File: config.mk
export PLATFORM = sky130hd
export DESIGN_NAME = grp_irq_ctrl
export DESIGN_NICKNAME = d
export VERILOG_FILES = /design/src/rtl/irqc_pkg.sv /design/src/rtl/irqc_sync.sv /design/src/rtl/irqc_src_cell.sv /design/src/rtl/irqc_prio.sv /design/src/rtl/grp_irq_ctrl.sv
export SDC_FILE = /design/constraint.sdc
export NUM_CORES = 2
export LEC_CHECK = 0
export CAP_MARGIN = 20
export CORE_ASPECT_RATIO = 1.75
export CORE_UTILIZATION = 30
export CTS_BUF_LIST = sky130_fd_sc_hd__clkbuf_16
export CTS_CLUSTER_SIZE = 16
export DETAILED_ROUTE_END_ITERATION = 12
export HOLD_SLACK_MARGIN = 0.06
export PLACE_DENSITY_LB_ADDON = 0.3
export SYNTH_ARGS = -nofsm -noshare
export SYNTH_HDL_FRONTEND = slang
export SYNTH_SLANG_ARGS = --single-unit
File: constraint.sdc
create_clock -name clk -period 11.6 [get_ports clk]
set_clock_uncertainty 0.1 [all_clocks]
set_input_delay 2.32 -clock clk [delete_from_list [all_inputs] [get_ports clk]]
set_output_delay 2.32 -clock clk [all_outputs]
set_load 0.05 [all_outputs]
File: src/rtl/irqc_pkg.sv
package irqc_pkg;

  typedef enum logic [2:0] {
    RG_STAT = 3'd0,
    RG_EN   = 3'd1,
    RG_MODE = 3'd2,
    RG_POL  = 3'd3,
    RG_VEC  = 3'd4,
    RG_NONE = 3'd5
  } irqc_region_e;

  // Which register block a byte address falls into.
  function automatic irqc_region_e region_of(input int unsigned addr,
                                             input int unsigned groups);
    if (addr < groups)          return RG_STAT;
    else if (addr < 2 * groups) return RG_EN;
    else if (addr < 3 * groups) return RG_MODE;
    else if (addr < 4 * groups) return RG_POL;
    else if (addr == 4 * groups) return RG_VEC;
    else                         return RG_NONE;
  endfunction

  // Group index inside a block.
  function automatic int unsigned group_of(input int unsigned addr,
                                           input int unsigned groups);
    return addr % groups;
  endfunction

  // Vector value for a source index.
  function automatic int unsigned vec_code(input int unsigned idx,
                                           input int unsigned offset);
    return idx + offset;
  endfunction

  // Next pending state: a set event wins over a clear.
  function automatic logic pend_next(input logic cur, input logic set,
                                     input logic clr);
    return set | (cur & ~clr);
  endfunction

endpackage

File: src/rtl/irqc_sync.sv
module irqc_sync #(
  parameter int unsigned W = 8
) (
  input  logic         clk,
  input  logic         rst_n,
  input  logic [W-1:0] d,
  output logic [W-1:0] q
);
  logic [W-1:0] stage1_q;
  logic [W-1:0] stage2_q;

  always_ff @(posedge clk or negedge rst_n) begin
    if (!rst_n) begin
      stage1_q <= '0;
      stage2_q <= '0;
    end else begin
      stage1_q <= d;
      stage2_q <= stage1_q;
    end
  end

  assign q = stage2_q;
endmodule

File: src/rtl/irqc_src_cell.sv
module irqc_src_cell (
  input  logic clk,
  input  logic rst_n,
  input  logic sync_in,
  input  logic mode_edge,
  input  logic pol_low,
  input  logic clr,
  output logic set_evt,
  output logic pend
);
  logic prev_q;
  logic pend_q;
  logic lvl_act;
  logic rise;
  logic fall;
  logic edge_hit;

  assign lvl_act  = sync_in ^ pol_low;
  assign rise     = sync_in & ~prev_q;
  assign fall     = ~sync_in & prev_q;
  assign edge_hit = pol_low ? fall : rise;
  assign set_evt  = mode_edge ? edge_hit : lvl_act;

  always_ff @(posedge clk or negedge rst_n) begin
    if (!rst_n) begin
      prev_q <= 1'b0;
      pend_q <= 1'b0;
    end else begin
      prev_q <= sync_in;
      pend_q <= irqc_pkg::pend_next(pend_q, set_evt, clr);
    end
  end

  assign pend = pend_q;
endmodule

File: src/rtl/irqc_prio.sv
module irqc_prio #(
  parameter int unsigned N  = 192,
  parameter int unsigned IW = 8
) (
  input  logic [N-1:0]  req,
  output logic [IW-1:0] idx,
  output logic          any
);
  always_comb begin
    idx = '0;
    any = 1'b0;
    for (int i = int'(N) - 1; i >= 0; i--) begin
      if (req[i]) begin
        idx = IW'(i);
        any = 1'b1;
      end
    end
  end
endmodule

File: src/rtl/grp_irq_ctrl.sv
module grp_irq_ctrl import irqc_pkg::*; #(
  parameter int unsigned NUM_GROUPS = 24,
  parameter int unsigned GROUP_W    = 8,
  parameter int unsigned ADDR_W     = 7,
  parameter logic [GROUP_W-1:0] VEC_OFFSET = 8'h10
) (
  input  logic                          clk,
  input  logic                          rst_n,
  input  logic [NUM_GROUPS*GROUP_W-1:0] irq_src,
  input  logic [ADDR_W-1:0]             bus_addr,
  input  logic                          bus_wr,
  input  logic [GROUP_W-1:0]            bus_wdata,
  output logic [GROUP_W-1:0]            bus_rdata,
  output logic                          irq_req
);
  localparam int unsigned NUM_SRC = NUM_GROUPS * GROUP_W;
  localparam int unsigned IDX_W   = $clog2(NUM_SRC);
  localparam int unsigned GRP_W   = $clog2(NUM_GROUPS);

  logic [NUM_SRC-1:0] src_sync;
  logic [NUM_SRC-1:0] status_q;
  logic [NUM_SRC-1:0] enable_q;
  logic [NUM_SRC-1:0] mode_q;
  logic [NUM_SRC-1:0] pol_q;
  logic [NUM_SRC-1:0] clr_vec;
  logic [NUM_SRC-1:0] set_evt;
  logic [NUM_SRC-1:0] fire_vec;
  logic [IDX_W-1:0]   fire_idx;
  logic               fire_any;
  logic [GROUP_W-1:0] vec_val;
  irqc_region_e       acc_region;
  logic [GRP_W-1:0]   grp_sel;

  // Address decode
  always_comb begin
    acc_region = region_of(32'(bus_addr), NUM_GROUPS);
    grp_sel    = GRP_W'(group_of(32'(bus_addr), NUM_GROUPS));
  end

  irqc_sync #(.W(NUM_SRC)) u_sync (
    .clk   (clk),
    .rst_n (rst_n),
    .d     (irq_src),
    .q     (src_sync)
  );

  // Per-group configuration registers and clear masks
  for (genvar g = 0; g < NUM_GROUPS; g++) begin : g_grp
    logic hit;
    assign hit = bus_wr && (grp_sel == GRP_W'(g));

    assign clr_vec[g*GROUP_W +: GROUP_W] =
      (hit && acc_region == RG_STAT) ? bus_wdata : '0;

    always_ff @(posedge clk or negedge rst_n) begin
      if (!rst_n) begin
        enable_q[g*GROUP_W +: GROUP_W] <= '0;
        mode_q[g*GROUP_W +: GROUP_W]   <= '0;
        pol_q[g*GROUP_W +: GROUP_W]    <= '0;
      end else if (hit) begin
        if (acc_region == RG_EN)   enable_q[g*GROUP_W +: GROUP_W] <= bus_wdata;
        if (acc_region == RG_MODE) mode_q[g*GROUP_W +: GROUP_W]   <= bus_wdata;
        if (acc_region == RG_POL)  pol_q[g*GROUP_W +: GROUP_W]    <= bus_wdata;
      end
    end
  end

  // Per-source detection and pending state
  for (genvar n = 0; n < NUM_SRC; n++) begin : g_src
    irqc_src_cell u_cell (
      .clk       (clk),
      .rst_n     (rst_n),
      .sync_in   (src_sync[n]),
      .mode_edge (mode_q[n]),
      .pol_low   (pol_q[n]),
      .clr       (clr_vec[n]),
      .set_evt   (set_evt[n]),
      .pend      (status_q[n])
    );
  end

  assign fire_vec = status_q & enable_q;

  irqc_prio #(.N(NUM_SRC), .IW(IDX_W)) u_prio (
    .req (fire_vec),
    .idx (fire_idx),
    .any (fire_any)
  );

  assign irq_req = fire_any;
  assign vec_val = GROUP_W'(vec_code(32'(fire_idx), 32'(VEC_OFFSET)));

  // Read mux
  always_comb begin
    unique case (acc_region)
      RG_STAT: bus_rdata = status_q[int'(grp_sel)*GROUP_W +: GROUP_W];
      RG_EN:   bus_rdata = enable_q[int'(grp_sel)*GROUP_W +: GROUP_W];
      RG_MODE: bus_rdata = mode_q[int'(grp_sel)*GROUP_W +: GROUP_W];
      RG_POL:  bus_rdata = pol_q[int'(grp_sel)*GROUP_W +: GROUP_W];
      RG_VEC:  bus_rdata = vec_val;
      default: bus_rdata = '0;
    endcase
  end
endmodule

==> impl_summary.txt <==
----------------------------------------------------
[Flow run]
  Number of maximum-capacitance violations ... 0

[Synth]
  Asr flop ratio synth ... 100.0%
  Commonest register cell after synthesis ... sky130_fd_sc_hd__dfrtp_1
  Synth Warn # ... 0
  Instance count of the mapped netlist ... 5104
  Number of enable flip-flop cells after synthesis ... 0
  FF+latch count, synth ... 1344
  Syn Std Cell Area ... 58430 µm²
  Post-Syn Area per Cell ... 11.45 µm²
  Sequential share of the synthesized area ... 57.56%
  Number of distinct standard cells referenced by the synthesized netlist ... 87
  Net count of the mapped netlist ... 5320

[Status]
  Result of the run ... complete, no violations

[Cells and area]
  Leading cell types in the layout, fill and taps excluded ... sky130_fd_sc_hd__dfrtp_1, sky130_fd_sc_hd__nand2_1, sky130_fd_sc_hd__mux2_2, sky130_fd_sc_hd__a21oi_1, sky130_fd_sc_hd__inv_1
  Filler Cell Count ... 19150
  Leading cell type in the layout, fill and taps excluded ... sky130_fd_sc_hd__dfrtp_1
  Total Nets Final ... 5544
  Layout overhead on the synthesized area ... 16.95%
  Footprint of the multi-input gates ... 22980 µm²
  Design Area, Final ... 68330 µm²
  Core occupancy in the finished layout ... 35.25%
  Fraction of layout cells with a size suffix above 1 ... 18.39%
  Final standard cell count with taps included and fillers excluded ... 8022
  Sequential cell area in the final layout ... 33630 µm²

[Global route]
  First-pass GRT wire length ... 347700 µm
  Overall Global Routing Usage ... 24.92%
  Pin count of the biggest net entering global routing ... 182
  Vias in the first global route ... 45420
  Number of antenna violations at the first check in global routing ... 7
  Gr ovfl total ... 0

[Power and ir drop]
  Internal power contribution ... 8.198 mW
  Combinational share of power ... 15.1%
  Proportion of power drawn by flip-flops and latches ... 45.7%
  Portion of total power attributed to the clock network ... 39.3%
  Switching component of the power ... 3.514 mW
  Proportion of total power due to net switching ... 30.01%
  Leakage Power ... 29.59 nW
  Worst-case vdd ir drop ... 109.5 µV
  Total power of the final layout ... 11.71 mW
  Power per cell area ... 171.4 nW/µm²

[CTS]
  Buffer cell driving the clock tree root ... sky130_fd_sc_hd__clkbuf_16
  Count of instances resized after the clock tree is built ... 0
  Insertion delay to the later sink of the worst-skew pair ... 0.84 ns
  Clock buffer count from CTS ... 144
  Hold Buf Count CTS ... 0
  Total number of H-tree levels ... 4
  CTS clock-pin slew for the worst setup and hold paths ... 0.06 ns
  Clock net sink count ... 1344
  Clock tree from TritonCTS ... built
  Setup Fix Bufs, Post-CTS ... 0
  Bufs on Longest Clock Path ... 4

[Floorplanning]
  Total die area ... 196600 µm²
  Initial core utilization ... 30.14%
  Overall die width ... 335.6 µm
  Core Region ... 193900 µm²
  Die Y ... 585.8 µm
  Core Rows ... 214
  Boundary Pins ... 219

[Timing]
  Max Clk Rate ... 93.53 MHz
  Fin crit share ... 92.17%
  Setup TNS ... 0 ns
  Slew at the pin with the worst max-slew slack ... 1.185 ns
  Hold violation count in the final report ... 0
  Fin crit period ... 10.69 ns
  Relative slew slack ... 20.98%
  Total of endpoints with negative setup slack in the final report ... 0
  Number of pins exceeding their max-slew limit in the final report ... 0
  Unrepaired setup endpoints after global routing ... false

[Worst setup path]
  Startpoint type of the worst setup path ... input port
  Worst-path fanout max ... 58
  Arrival time at the worst endpoint ... 8.27 ns
  CP required ... 9.18 ns
  Kind of critical path ... input port to output pin
  Crit Reg-Reg Startpoint ... mode_q[155]
  Terminus of the critical flop-to-flop path ... g_src[155].u_cell.pend
  Endpoint class of the critical path ... output pin
  Reg2reg setup slack ... 10.25 ns
  Logic depth of the worst register-to-register path ... 4

[Routing]
  Routed len/inst ... 30.66 µm
  Total via count after detailed routing ... 44890
  Initial detailed-routing violation count ... 4447
  Post-DRT Antenna Nets ... 0
  First-pass iteration count of the detailed router ... 6
  DRC ... 0
  Number of vias per cell after detailed routing ... 5.596
  Total wirelength of the detailed-routed design ... 246000 µm

[Min path]
  Destination of the worst hold path ... u_sync.q[151]
  Depth of the worst hold-timing path ... 0
  Path category of the worst min-delay check ... flip-flop to flip-flop
  Worst Hold Launch ... u_sync.stage1_q[151]

[Placed design]
  Half-perimeter wire length of the detailed placement result ... 178000 µm
  # placed instances ... 7773
  Final Wtd Congestion ... 1.014
  Port buffer count ... 218
  Total cell area at the placement stage ... 63760 µm²

----------------------------------------------------
==> metal layers <==
layer / global-route usage, % / wire [µm] / up-vias
li1: - / - / 19060
met1: 28.05 / 89450 / 23010
met2: 41.48 / 118300 / 2032
met3: 4.068 / 14360 / 784
met4: 20.52 / 23840 / 8
met5: 0 / 52 / -
==> stage by stage <==
| stage | setup WS, ns | hold WS [ns] |
|---|---|---|
| 3_3_place_gp | 1.161 | 0.2339 |
| 3_5_place_dp | 1.083 | 0.2347 |
| 4_1_cts | 1.089 | 0.1828 |
| 6_report | 0.9081 | 0.1897 |
| 5_1_grt | 0.7996 | 0.2009 |
| 2_1_floorplan | 3.181 | 0.2312 |
==> power groups by stage <==
| stage | Sequential, mW | Clock [mW] | Combinational [mW] |
|---|---|---|---|
| final | 5.35 | 4.60 | 1.76 |
| after global routing | 5.37 | 4.88 | 1.86 |
| after CTS | 5.34 | 4.72 | 1.73 |
| after detailed placement | 5.42 | 0 | 1.72 |
| after global placement | 5.42 | 0 | 1.71 |
| after floorplan | 5.24 | 0 | 0.936 |
==> Yosys cell counts (44+ instances only) <==
library cell	instances	area (µm²)
sky130_fd_sc_hd__nand2_1	855	3209
sky130_fd_sc_hd__nand3_1	87	435.4
sky130_fd_sc_hd__nor2_1	246	923.4
sky130_fd_sc_hd__a221o_1	226	2262
sky130_fd_sc_hd__mux4_2	44	991.0
sky130_fd_sc_hd__mux2_2	537	6047
sky130_fd_sc_hd__inv_1	257	964.7
sky130_fd_sc_hd__a21oi_1	298	1491
sky130_fd_sc_hd__a22oi_1	74	555.5
sky130_fd_sc_hd__dfrtp_1	1344	33630
sky130_fd_sc_hd__a221oi_1	75	656.9
sky130_fd_sc_hd__o21ai_0	119	595.6
sky130_fd_sc_hd__clkbuf_1	150	563.0
sky130_fd_sc_hd__buf_2	50	250.2
==> cell type report <==
| cell class | count | share of cell area, % |
|---|---|---|
| clock buffers | 146 | 5.347 |
| repair buffers | 308 | 4.345 |
| multi-input cells | 3272 | 33.63 |
| clock inverters | 100 | 1.293 |
| diodes | 2 | 0.007324 |
| inverters | 258 | 1.417 |
| well taps | 2592 | 4.746 |
| flip-flops and latches | 1344 | 49.22 |
==> flip-flops by register name, indices dropped and copies added (netlist names) <==
register             flops
g_src.u_cell.prev_q    192
pol_q                  192
u_sync.stage1_q        192
g_src.u_cell.pend      192
mode_q                 192
u_sync.q               192
enable_q               192
==> logic make-up after synthesis <==
group	synth area share, %
AND/OR/NAND/NOR	11.02
flip-flops	57.56
AO/OA/AOI/OAI	15.58
multiplexers	12.36
buffers and inverters	3.293
adder cells (fa/ha/maj)	0.1285
XOR/XNOR	0.04498
==> how the worst max path moves through the flow <==
stage / start / to / slack (ns)
floorplan: bus_addr[5] / bus_rdata[0] / 3.18
global placement: bus_addr[5] / bus_rdata[5] / 1.16
detailed placement: bus_addr[5] / bus_rdata[5] / 1.08
CTS: bus_addr[5] / bus_rdata[5] / 1.09
global route: bus_addr[5] / bus_rdata[5] / 0.80
finish: bus_addr[5] / bus_rdata[5] / 0.91
==> worst max-delay path: stages <==
cell	delay [ns]
sky130_fd_sc_hd__clkdlybuf4s50_1	0.75
sky130_fd_sc_hd__ha_1	0.30
sky130_fd_sc_hd__nand2b_1	0.19
sky130_fd_sc_hd__nand3_1	0.71
sky130_fd_sc_hd__a211oi_4	0.56
sky130_fd_sc_hd__buf_12	0.33
sky130_fd_sc_hd__buf_4	0.43
sky130_fd_sc_hd__a21oi_1	0.14
sky130_fd_sc_hd__a31oi_1	0.21
sky130_fd_sc_hd__nand4_1	0.12
sky130_fd_sc_hd__a31oi_1	0.68
sky130_fd_sc_hd__o2111ai_1	0.20
sky130_fd_sc_hd__nand4b_1	0.29
sky130_fd_sc_hd__clkdlybuf4s50_1	0.88
(Power assumes the default switching activity.)
